$ cat src/rtl/irq_arb_pkg.sv
package irq_arb_pkg;

   localparam int DATA_W = 32;
   localparam int ADDR_W = 4;

   localparam logic [ADDR_W-1:0] RA_PEND_SET = 4'h0;
   localparam logic [ADDR_W-1:0] RA_PEND_CLR = 4'h1;
   localparam logic [ADDR_W-1:0] RA_EN_SET   = 4'h2;
   localparam logic [ADDR_W-1:0] RA_EN_CLR   = 4'h3;
   localparam logic [ADDR_W-1:0] RA_LEVEL    = 4'h4;
   localparam logic [ADDR_W-1:0] RA_CAUSE    = 4'h5;
   localparam logic [ADDR_W-1:0] RA_PRIO     = 4'h8;

   localparam int MAX_PRIO_WORDS = 8;

endpackage

$ cat src/rtl/irq_src_bank.sv
module irq_src_bank #(
   parameter int NUM_SRC = 32
) (
   input  logic               clk,
   input  logic               rst_n,
   input  logic [NUM_SRC-1:0] hw_i,
   input  logic [NUM_SRC-1:0] set_i,
   input  logic [NUM_SRC-1:0] clr_i,
   output logic [NUM_SRC-1:0] pend_o
);

   genvar g;
   generate
      for (g = 0; g < NUM_SRC; g++) begin : g_src
         logic prev_q;
         logic pend_q;
         logic rise;

         assign rise = hw_i[g] & ~prev_q;

         always_ff @(posedge clk or negedge rst_n) begin
            if (!rst_n) begin
               prev_q <= 1'b0;
               pend_q <= 1'b0;
            end else begin
               prev_q <= hw_i[g];
               // a rising edge outranks a clear in the same cycle
               pend_q <= (pend_q & ~clr_i[g]) | set_i[g] | rise;
            end
         end

         assign pend_o[g] = pend_q;
      end
   endgenerate

endmodule

$ cat src/rtl/irq_regfile.sv
module irq_regfile
   import irq_arb_pkg::*;
#(
   parameter int NUM_SRC = 32,
   parameter int PRIO_W  = 4,
   parameter int ID_W    = 5
) (
   input  logic                      clk,
   input  logic                      rst_n,
   input  logic                      wr_i,
   input  logic [ADDR_W-1:0]         addr_i,
   input  logic [DATA_W-1:0]         wdata_i,
   input  logic [NUM_SRC-1:0]        pend_i,
   input  logic [PRIO_W-1:0]         level_i,
   input  logic [ID_W-1:0]           cause_i,
   output logic [NUM_SRC-1:0]        pend_set_o,
   output logic [NUM_SRC-1:0]        pend_clr_o,
   output logic [NUM_SRC-1:0]        en_o,
   output logic [NUM_SRC*PRIO_W-1:0] prio_o,
   output logic                      level_wr_o,
   output logic [DATA_W-1:0]         rdata_o
);

   localparam int PER_WORD = DATA_W / PRIO_W;
   localparam int N_WORDS  = NUM_SRC / PER_WORD;

   logic [NUM_SRC-1:0] en_q;

   assign pend_set_o = (wr_i && addr_i == RA_PEND_SET) ? wdata_i[NUM_SRC-1:0] : '0;
   assign pend_clr_o = (wr_i && addr_i == RA_PEND_CLR) ? wdata_i[NUM_SRC-1:0] : '0;
   assign level_wr_o = wr_i && (addr_i == RA_LEVEL);

   always_ff @(posedge clk or negedge rst_n) begin
      if (!rst_n) begin
         en_q <= '0;
      end else if (wr_i && addr_i == RA_EN_SET) begin
         en_q <= en_q | wdata_i[NUM_SRC-1:0];
      end else if (wr_i && addr_i == RA_EN_CLR) begin
         en_q <= en_q & ~wdata_i[NUM_SRC-1:0];
      end
   end

   assign en_o = en_q;

   genvar w;
   generate
      for (w = 0; w < N_WORDS; w++) begin : g_prio_word
         logic [DATA_W-1:0] word_q;
         always_ff @(posedge clk or negedge rst_n) begin
            if (!rst_n) begin
               word_q <= '0;
            end else if (wr_i && addr_i == (RA_PRIO + ADDR_W'(w))) begin
               word_q <= wdata_i;
            end
         end
         assign prio_o[w*DATA_W +: DATA_W] = word_q;
      end
   endgenerate

   always_comb begin
      rdata_o = '0;
      case (addr_i)
         RA_PEND_SET, RA_PEND_CLR: rdata_o = DATA_W'(pend_i);
         RA_EN_SET, RA_EN_CLR:     rdata_o = DATA_W'(en_q);
         RA_LEVEL:                 rdata_o = DATA_W'(level_i);
         RA_CAUSE:                 rdata_o = DATA_W'(cause_i);
         default: begin
            for (int k = 0; k < N_WORDS; k++) begin
               if (addr_i == (RA_PRIO + ADDR_W'(k))) begin
                  rdata_o = prio_o[k*DATA_W +: DATA_W];
               end
            end
         end
      endcase
   end

endmodule

$ cat src/rtl/irq_prio_pick.sv
module irq_prio_pick #(
   parameter int NUM_SRC = 32,
   parameter int PRIO_W  = 4,
   parameter int ID_W    = 5
) (
   input  logic [NUM_SRC-1:0]        cand_i,
   input  logic [NUM_SRC*PRIO_W-1:0] prio_i,
   input  logic [PRIO_W-1:0]         level_i,
   output logic                      req_o,
   output logic [ID_W-1:0]           win_id_o,
   output logic [PRIO_W-1:0]         win_prio_o
);

   always_comb begin
      win_prio_o = '0;
      win_id_o   = '0;
      for (int i = 0; i < NUM_SRC; i++) begin
         // strict compare keeps the lowest number on a tie
         if (cand_i[i] && (prio_i[i*PRIO_W +: PRIO_W] > level_i) &&
             (prio_i[i*PRIO_W +: PRIO_W] > win_prio_o)) begin
            win_prio_o = prio_i[i*PRIO_W +: PRIO_W];
            win_id_o   = ID_W'(i);
         end
      end
      // an eligible source always has a nonzero priority
      req_o = (win_prio_o != '0);
   end

endmodule

$ cat src/rtl/core_irq_arbiter.sv
module core_irq_arbiter
   import irq_arb_pkg::*;
#(
   parameter int                 NUM_SRC = 32,
   parameter int                 PRIO_W  = 4,
   parameter logic [NUM_SRC-1:0] HW_MASK = 32'hFF03_FFFF,
   localparam int                ID_W    = (NUM_SRC > 1) ? $clog2(NUM_SRC) : 1
) (
   input  logic               clk,
   input  logic               rst_n,
   input  logic [NUM_SRC-1:0] hw_irq_i,
   input  logic               reg_wr_i,
   input  logic [ADDR_W-1:0]  reg_addr_i,
   input  logic [DATA_W-1:0]  reg_wdata_i,
   output logic [DATA_W-1:0]  reg_rdata_o,
   input  logic               irq_take_i,
   output logic               irq_req_o,
   output logic [ID_W-1:0]    irq_cause_o,
   output logic [PRIO_W-1:0]  irq_level_o
);

   generate
      if (NUM_SRC < 2 || NUM_SRC > DATA_W) begin : g_bad_count
         $error("core_irq_arbiter: NUM_SRC must lie in 2..DATA_W");
      end
      if (PRIO_W < 1 || (DATA_W % PRIO_W) != 0) begin : g_bad_prio
         $error("core_irq_arbiter: PRIO_W must divide DATA_W");
      end else if ((NUM_SRC % (DATA_W / PRIO_W)) != 0 ||
                   (NUM_SRC / (DATA_W / PRIO_W)) > MAX_PRIO_WORDS) begin : g_bad_words
         $error("core_irq_arbiter: priority words must be whole and fit the map");
      end
   endgenerate

   logic [NUM_SRC-1:0]        hw_lines;
   logic [NUM_SRC-1:0]        pend_q;
   logic [NUM_SRC-1:0]        en_q;
   logic [NUM_SRC-1:0]        pend_set;
   logic [NUM_SRC-1:0]        pend_clr;
   logic [NUM_SRC*PRIO_W-1:0] prio_flat;
   logic                      level_wr;
   logic                      req;
   logic [ID_W-1:0]           win_id;
   logic [PRIO_W-1:0]         win_prio;
   logic [PRIO_W-1:0]         level_q;
   logic [ID_W-1:0]           cause_q;
   logic                      take_ok;

   // software-only sources never see their line
   assign hw_lines = hw_irq_i & HW_MASK;

   irq_src_bank #(.NUM_SRC(NUM_SRC)) u_bank (
      .clk    (clk),
      .rst_n  (rst_n),
      .hw_i   (hw_lines),
      .set_i  (pend_set),
      .clr_i  (pend_clr),
      .pend_o (pend_q)
   );

   irq_regfile #(.NUM_SRC(NUM_SRC), .PRIO_W(PRIO_W), .ID_W(ID_W)) u_regs (
      .clk        (clk),
      .rst_n      (rst_n),
      .wr_i       (reg_wr_i),
      .addr_i     (reg_addr_i),
      .wdata_i    (reg_wdata_i),
      .pend_i     (pend_q),
      .level_i    (level_q),
      .cause_i    (cause_q),
      .pend_set_o (pend_set),
      .pend_clr_o (pend_clr),
      .en_o       (en_q),
      .prio_o     (prio_flat),
      .level_wr_o (level_wr),
      .rdata_o    (reg_rdata_o)
   );

   irq_prio_pick #(.NUM_SRC(NUM_SRC), .PRIO_W(PRIO_W), .ID_W(ID_W)) u_pick (
      .cand_i     (pend_q & en_q),
      .prio_i     (prio_flat),
      .level_i    (level_q),
      .req_o      (req),
      .win_id_o   (win_id),
      .win_prio_o (win_prio)
   );

   assign take_ok = irq_take_i & req;

   always_ff @(posedge clk or negedge rst_n) begin
      if (!rst_n) begin
         level_q <= '0;
         cause_q <= '0;
      end else if (take_ok) begin
         level_q <= win_prio;
         cause_q <= win_id;
      end else if (level_wr) begin
         level_q <= reg_wdata_i[PRIO_W-1:0];
      end
   end

   assign irq_req_o   = req;
   assign irq_cause_o = cause_q;
   assign irq_level_o = level_q;

endmodule

$ cat config.mk
export PLATFORM = sky130hd
export DESIGN_NAME = core_irq_arbiter
export DESIGN_NICKNAME = d
export VERILOG_FILES = /design/src/rtl/irq_arb_pkg.sv /design/src/rtl/irq_src_bank.sv /design/src/rtl/irq_regfile.sv /design/src/rtl/irq_prio_pick.sv /design/src/rtl/core_irq_arbiter.sv
export SDC_FILE = /design/constraint.sdc
export NUM_CORES = 1
export LEC_CHECK = 0
export CAP_MARGIN = 25
export CORE_MARGIN = 2
export CORE_UTILIZATION = 40
export CTS_CLUSTER_SIZE = 28
export DETAILED_ROUTE_END_ITERATION = 12
export DONT_BUFFER_PORTS = 1
export PLACE_DENSITY = 0.59
export SYNTH_ARGS = -nofsm -noshare
export SYNTH_HDL_FRONTEND = slang
export SYNTH_SLANG_ARGS = --single-unit
$ cat constraint.sdc
create_clock -name clk -period 168.5 [get_ports clk]
set_clock_uncertainty 0.15 [all_clocks]
set_input_delay 33.7 -clock clk [delete_from_list [all_inputs] [get_ports clk]]
set_output_delay 33.7 -clock clk [all_outputs]
set_load 0.02 [all_outputs]
-- After elaboration in Yosys (flattened, before gate mapping)
Cells that the tools add are included.
- reductions and logical operators: 79
- magnitude comparators: 64
- bitwise gates (word level): 179
- equal/unequal tests: 9
- multiplexer cells: 74
- operators by type and width (operator ; count):
    $mux W32 ; 8
    $gt A4 B4 Y1 ; 63
    $mux W4 ; 42
    $pmux W32 S4 ; 1
    $mux W5 ; 16
    $logic_and A1 B1 Y1 ; 73
    $and A32 B32 Y32 ; 2
    $and A1 B1 Y1 ; 59
    $not A1 Y1 ; 58
    $or A1 B1 Y1 ; 58
    $not A32 Y32 ; 1
    $or A32 B32 Y32 ; 1
    $eq A4 B4 Y1 const B ; 4
    $mux W3 ; 4
    $eq A4 B2 Y1 const B ; 2
    $eq A4 B3 Y1 const B ; 2
    $eq A4 B1 Y1 const B ; 1
    $gt A4 B1 Y1 const B ; 1
    $logic_not A4 Y1 ; 1
    $mux W2 ; 2
    $reduce_bool A2 Y1 ; 2
    $reduce_bool A4 Y1 ; 1
    $reduce_or A2 Y1 ; 2
    $mux W1 ; 1
- input port bits: 72
- output and inout bits: 42
- word-level logic and storage cells: 470
- bits in registers: 227

-- Depth between registers and ports, before layout
- depth after elaboration: 100
- gate-level depth with buffers: 295
- mapped depth without buffers: 289

-- By module
A second synthesis with hierarchy kept.
- cell total of the unflattened synthesis: 2364
- area, all modules: 21301.7 µm²
- modules (own cells, without submodules) (module ; area an instance (µm²) ; cells an instance ; instances ; sequential area each (µm²)):
    irq_prio_pick ; 9746.8 ; 1343 ; 1 ; 0.0
    irq_regfile ; 8543.2 ; 767 ; 1 ; 4003.8
    irq_src_bank ; 2402.3 ; 192 ; 1 ; 1601.5
    core_irq_arbiter ; 609.3 ; 62 ; 1 ; 225.2

-- Worst setup path before layout
No wires, ideal clock.
- path kind: reg-to-output
- start: reg level_q[1], in the netlist irq_level_o[1]
- end: out irq_req_o
- slack: 84.905 ns
- arrival: 49.745 ns
- data required time: 134.650 ns
- cell stages (with the launch flop): 268
- buffers on the path: 5
- cells stage by stage: dfrtp_1 -> inv_1 -> ha_1 -> nor2b_1 -> o211ai_1 -> nand2_1 -> and3_1 -> ha_1 -> nand4_1 -> nand4_1 -> a21oi_2 -> and2_1 -> nand2_1 -> o21ai_0 -> inv_1 -> ha_1 -> a21o_1 -> nand2_1 -> (+232 left out) -> a311oi_1 -> a211o_1 -> buf_2 -> mux2_2 -> ha_1 -> nand4_1 -> nand4_1 -> nor3_1 -> nor3_1 -> a21oi_1 -> o21ai_0 -> ha_1 -> a41oi_1 -> o221ai_1 -> or2_2 -> or3_1 -> o21ai_1 -> nand2_1
- word-level cells in the longest chain between the ends: 98
- elaborated cells on any way between the ends: 160
- those cells by class: 63 x order compare; 32 x mux; 65 x reduce/logical
- RTL lines (element ; RTL line ; RTL):
    start: declaration ; core_irq_arbiter.sv:44 ; logic [PRIO_W-1:0] level_q;
    start signal: assignment ; core_irq_arbiter.sv:93 ; level_q <= win_prio;
    start signal: assignment ; core_irq_arbiter.sv:96 ; level_q <= reg_wdata_i[PRIO_W-1:0];
    $gt A4 B4 Y1 ; irq_prio_pick.sv:19 ; if (cand_i[i] && (prio_i[i*PRIO_W +: PRIO_W] > level_i) &&
    $logic_and A1 B1 Y1 (2 in series) ; irq_prio_pick.sv:19 ;
    $mux W4 ; irq_prio_pick.sv:19 ;
    $gt A4 B4 Y1 ; irq_prio_pick.sv:20 ; (prio_i[i*PRIO_W +: PRIO_W] > win_prio_o)) begin
    $logic_and A1 B1 Y1 ; irq_prio_pick.sv:19 ;
    $mux W4 ; irq_prio_pick.sv:19 ;
    $gt A4 B4 Y1 ; irq_prio_pick.sv:20 ;
    $logic_and A1 B1 Y1 ; irq_prio_pick.sv:19 ;
    (+81 left out) ; n/a ;
    $mux W4 ; irq_prio_pick.sv:19 ;
    $gt A4 B4 Y1 ; irq_prio_pick.sv:20 ;
    $logic_and A1 B1 Y1 ; irq_prio_pick.sv:19 ;
    $mux W4 ; irq_prio_pick.sv:19 ;
    $gt A4 B4 Y1 ; irq_prio_pick.sv:20 ;
    $logic_and A1 B1 Y1 ; irq_prio_pick.sv:19 ;
    $mux W4 * ; irq_prio_pick.sv:19 ;
    $reduce_bool A4 Y1 * ; irq_prio_pick.sv:26 ; req_o = (win_prio_o != '0);
    end: declaration ; core_irq_arbiter.sv:17 ; output logic irq_req_o,
Mark *: on every way between the ends. The rest lies on a longest branch, timed or not.

-- Worst setup path after layout
Same ends and word-level chain as after synthesis.

==> impl_metrics.json <==
{
  "grt_usage_pct": 28.8,
  "max_stage_delay_ns": 0.74,
  "io_pins": 114,
  "worstMarginPinSlew_ns": 0.984,
  "cp_slowest_cell": "a211oi_1",
  "fin_tns_setup_ns": 0,
  "grt_pass1_wl_mm": 110,
  "ys_ff_latch": 227,
  "wl_mm": 73.6,
  "grt_pass1_vias": 17500,
  "async_flop_share_pct": 100,
  "fin_crit_sh_pct": 55.9,
  "synth_top_family_by_area": "compound AO/OA/AOI/OAI gates",
  "setup_violations": 0,
  "post_cts_buffers": 0,
  "cts-root-buf": "clkbuf_16",
  "netlist_area_um2": 19600,
  "status": "complete, no violations",
  "nFillCells": 4720,
  "synth_top_cell_by_area": "dfrtp_1",
  "ys.flop_type": "dfrtp_1",
  "endpoint_kind": "output port",
  "cp.arrival_ns": 60.28,
  "drt_iter0_markers": 1526,
  "area_growth_pct": 9.10,
  "grt_overflow": 0,
  "max_freq_mhz": 10.6,
  "synth-compound-area-share_pct": 23.9,
  "syn_avg_cell_area_um2": 8.95,
  "route.detailed.wl_per_inst_um": 25.8,
  "cp_max_fo": 17,
  "cts_tree": "yes",
  "finalHoldViolations": 0,
  "io_buffers": 0,
  "critPathMostFrequentCell": "ha_1",
  "final_cell_mix": "dfrtp_1 (226), ha_1 (224), nand2_1 (199)",
  "num_vias": 17900,
  "synth-seq-area-share_pct": 28.9,
  "yosys.area_share.xor_xnor_pct": 0.803,
  "rsz0062_at_grt": "false",
  "drcViolationCount": 0,
  "initial_utilization_pct": 40.3,
  "cts_resized": 0,
  "post_dp_cell_area_um2": 20400,
  "drtAntennaViolNets": 0,
  "layout.nets": 2463,
  "timing.slew.headroom_pct": 34.4,
  "cp-start-kind": "register",
  "syn_inst": 2194,
  "final_common_cell": "dfrtp_1",
  "cts.path.max_buffers": 3,
  "place.gp.congestion": 0.944,
  "dr.pass1.iters": 6,
  "numCtsBuffers": 29,
  "dp_hpwl_mm": 53.4,
  "synth_adder_area_share_pct": 14.5,
  "finalMaxSlewViolations": 0,
  "clkSinkCount": 227,
  "synth_area_leaders": "dfrtp_1 (29%), ha_1 (14%), mux2_2 (9.5%), nand2_1 (3.8%), a21oi_1 (2.9%)",
  "grt_max_degree": 228,
  "synth-simple-area-share_pct": 16.0,
  "antenna_found_initial": 2,
  "rows": 81,
  "yosysWarnings": 0,
  "fin_area_um2": 21400,
  "drive_above_1_share_pct": 13.2,
  "post-route-min-period_ns": 94.13,
  "dieArea_um2": 50900,
  "syn_nets": 2490,
  "drv_cap": 0,
  "viasPerCell": 6.27,
  "clkTransAtPathRegs_ns": 0.06,
  "crit_family": "compound AO/OA/AOI/OAI gates",
  "die_x_um": 226,
  "core-area_um2": 48700,
  "crit_buf_inv": 22,
  "dieHeight_um": 226,
  "hold_path.class": "reg -> reg",
  "cts_hold_buffers": 0,
  "cts_max_level": 1,
  "synth.distinct_cells": 98,
  "muxShareOfSynthArea_pct": 11.5,
  "clk_latency_ns": 0.60,
  "crit_type": "reg -> out",
  "synth_top_area_share_pct": 28.9,
  "worstPathRequired_ns": 134.65,
  "synth_edf_count": 0
}
==> cell usage after synthesis, types with 12 or more instances <==
master     number
dfrtp_1       227
ha_1          224
nand2_1       199
mux2_2        165
nor2_1        148
inv_1         146
a21oi_1       113
o21ai_0       112
nor2b_1        71
clkbuf_1       58
nand3_1        55
o21a_1         55
a21o_1         44
nand4_1        43
a221oi_1       36
a211oi_1       34
a22oi_1        34
mux2i_1        29
a221o_1        27
a31oi_1        24
nand2b_1       23
nor3_1         20
and2_1         19
o2111ai_1      19
and3_1         17
buf_1          17
o211ai_1       13
or3_1          13
xnor2_1        13
o22ai_1        12
==> path summary, 6_finish.rpt <==
path,from,end,slack (ns),cells past startpoint
min in group asynchronous,rst_n,u_bank.g_src[25].prev_q,32.64,0
hold / removal,register,register,0.36,2
setup / recovery,irq_level_o[1],irq_req_o,74.37,261
hold reg to reg,register,register,0.36,2
max in group asynchronous,rst_n,async pin,135.16,0
setup reg to reg,irq_level_o[1],irq_cause_o[3],108.14,262
==> layout make-up <==
class,count,area [um2],area share (%)
clock buffer,38,800,3.73
sequential,227,5680,26.5
timing repair buffer,22,165,0.771
tap,664,831,3.88
antenna,1,2.50,0.0117
inverter,147,552,2.57
clock inverter,15,256,1.20
multi-input combinational,1740,13100,61.3
==> metrics by stage <==
stage | utilization, % | hold WS [ns] | setup slack (ns) | instances
floorplan | - | 0.319 | 84.90 | 2194
global placement | 41.8 | 0.337 | 77.43 | 2800
detailed placement | 41.8 | 0.344 | 76.25 | 2800
CTS | 44.0 | 0.357 | 75.49 | 2853
global route | 44.0 | 0.401 | 69.97 | 2854
finish | 44.0 | 0.358 | 74.37 | 2854
==> worst reg2reg max path, delay by kind of cell, from the launching register on <==
family / cells / cell delay [ns]
buf+inv: 22 / 2.03
compound gates: 114 / 24.57
mux: 26 / 8.93
fa+ha+maj: 36 / 9.89
simple gates: 64 / 14.02
flops: 1 / 0.55
==> kinds of logic after synthesis <==
group	count (synthesis)
compound gates	648
xor+xnor	18
fa+ha+maj	228
buf+inv	227
flops	227
mux	203
simple gates	643
==> metal layers <==
metal / vias to the layer above / share of wire [%] / track usage (%)
met5: - / 0 / 0
met4: 0 / 4.4 / 11.8
met3: 183 / 8.1 / 5.89
met2: 708 / 43 / 45.0
met1: 8850 / 44 / 38.9
li1: 8165 / - / -
Power is not shown: default switching activity piles up to over one toggle a cycle in this logic, so the estimate is an artifact.
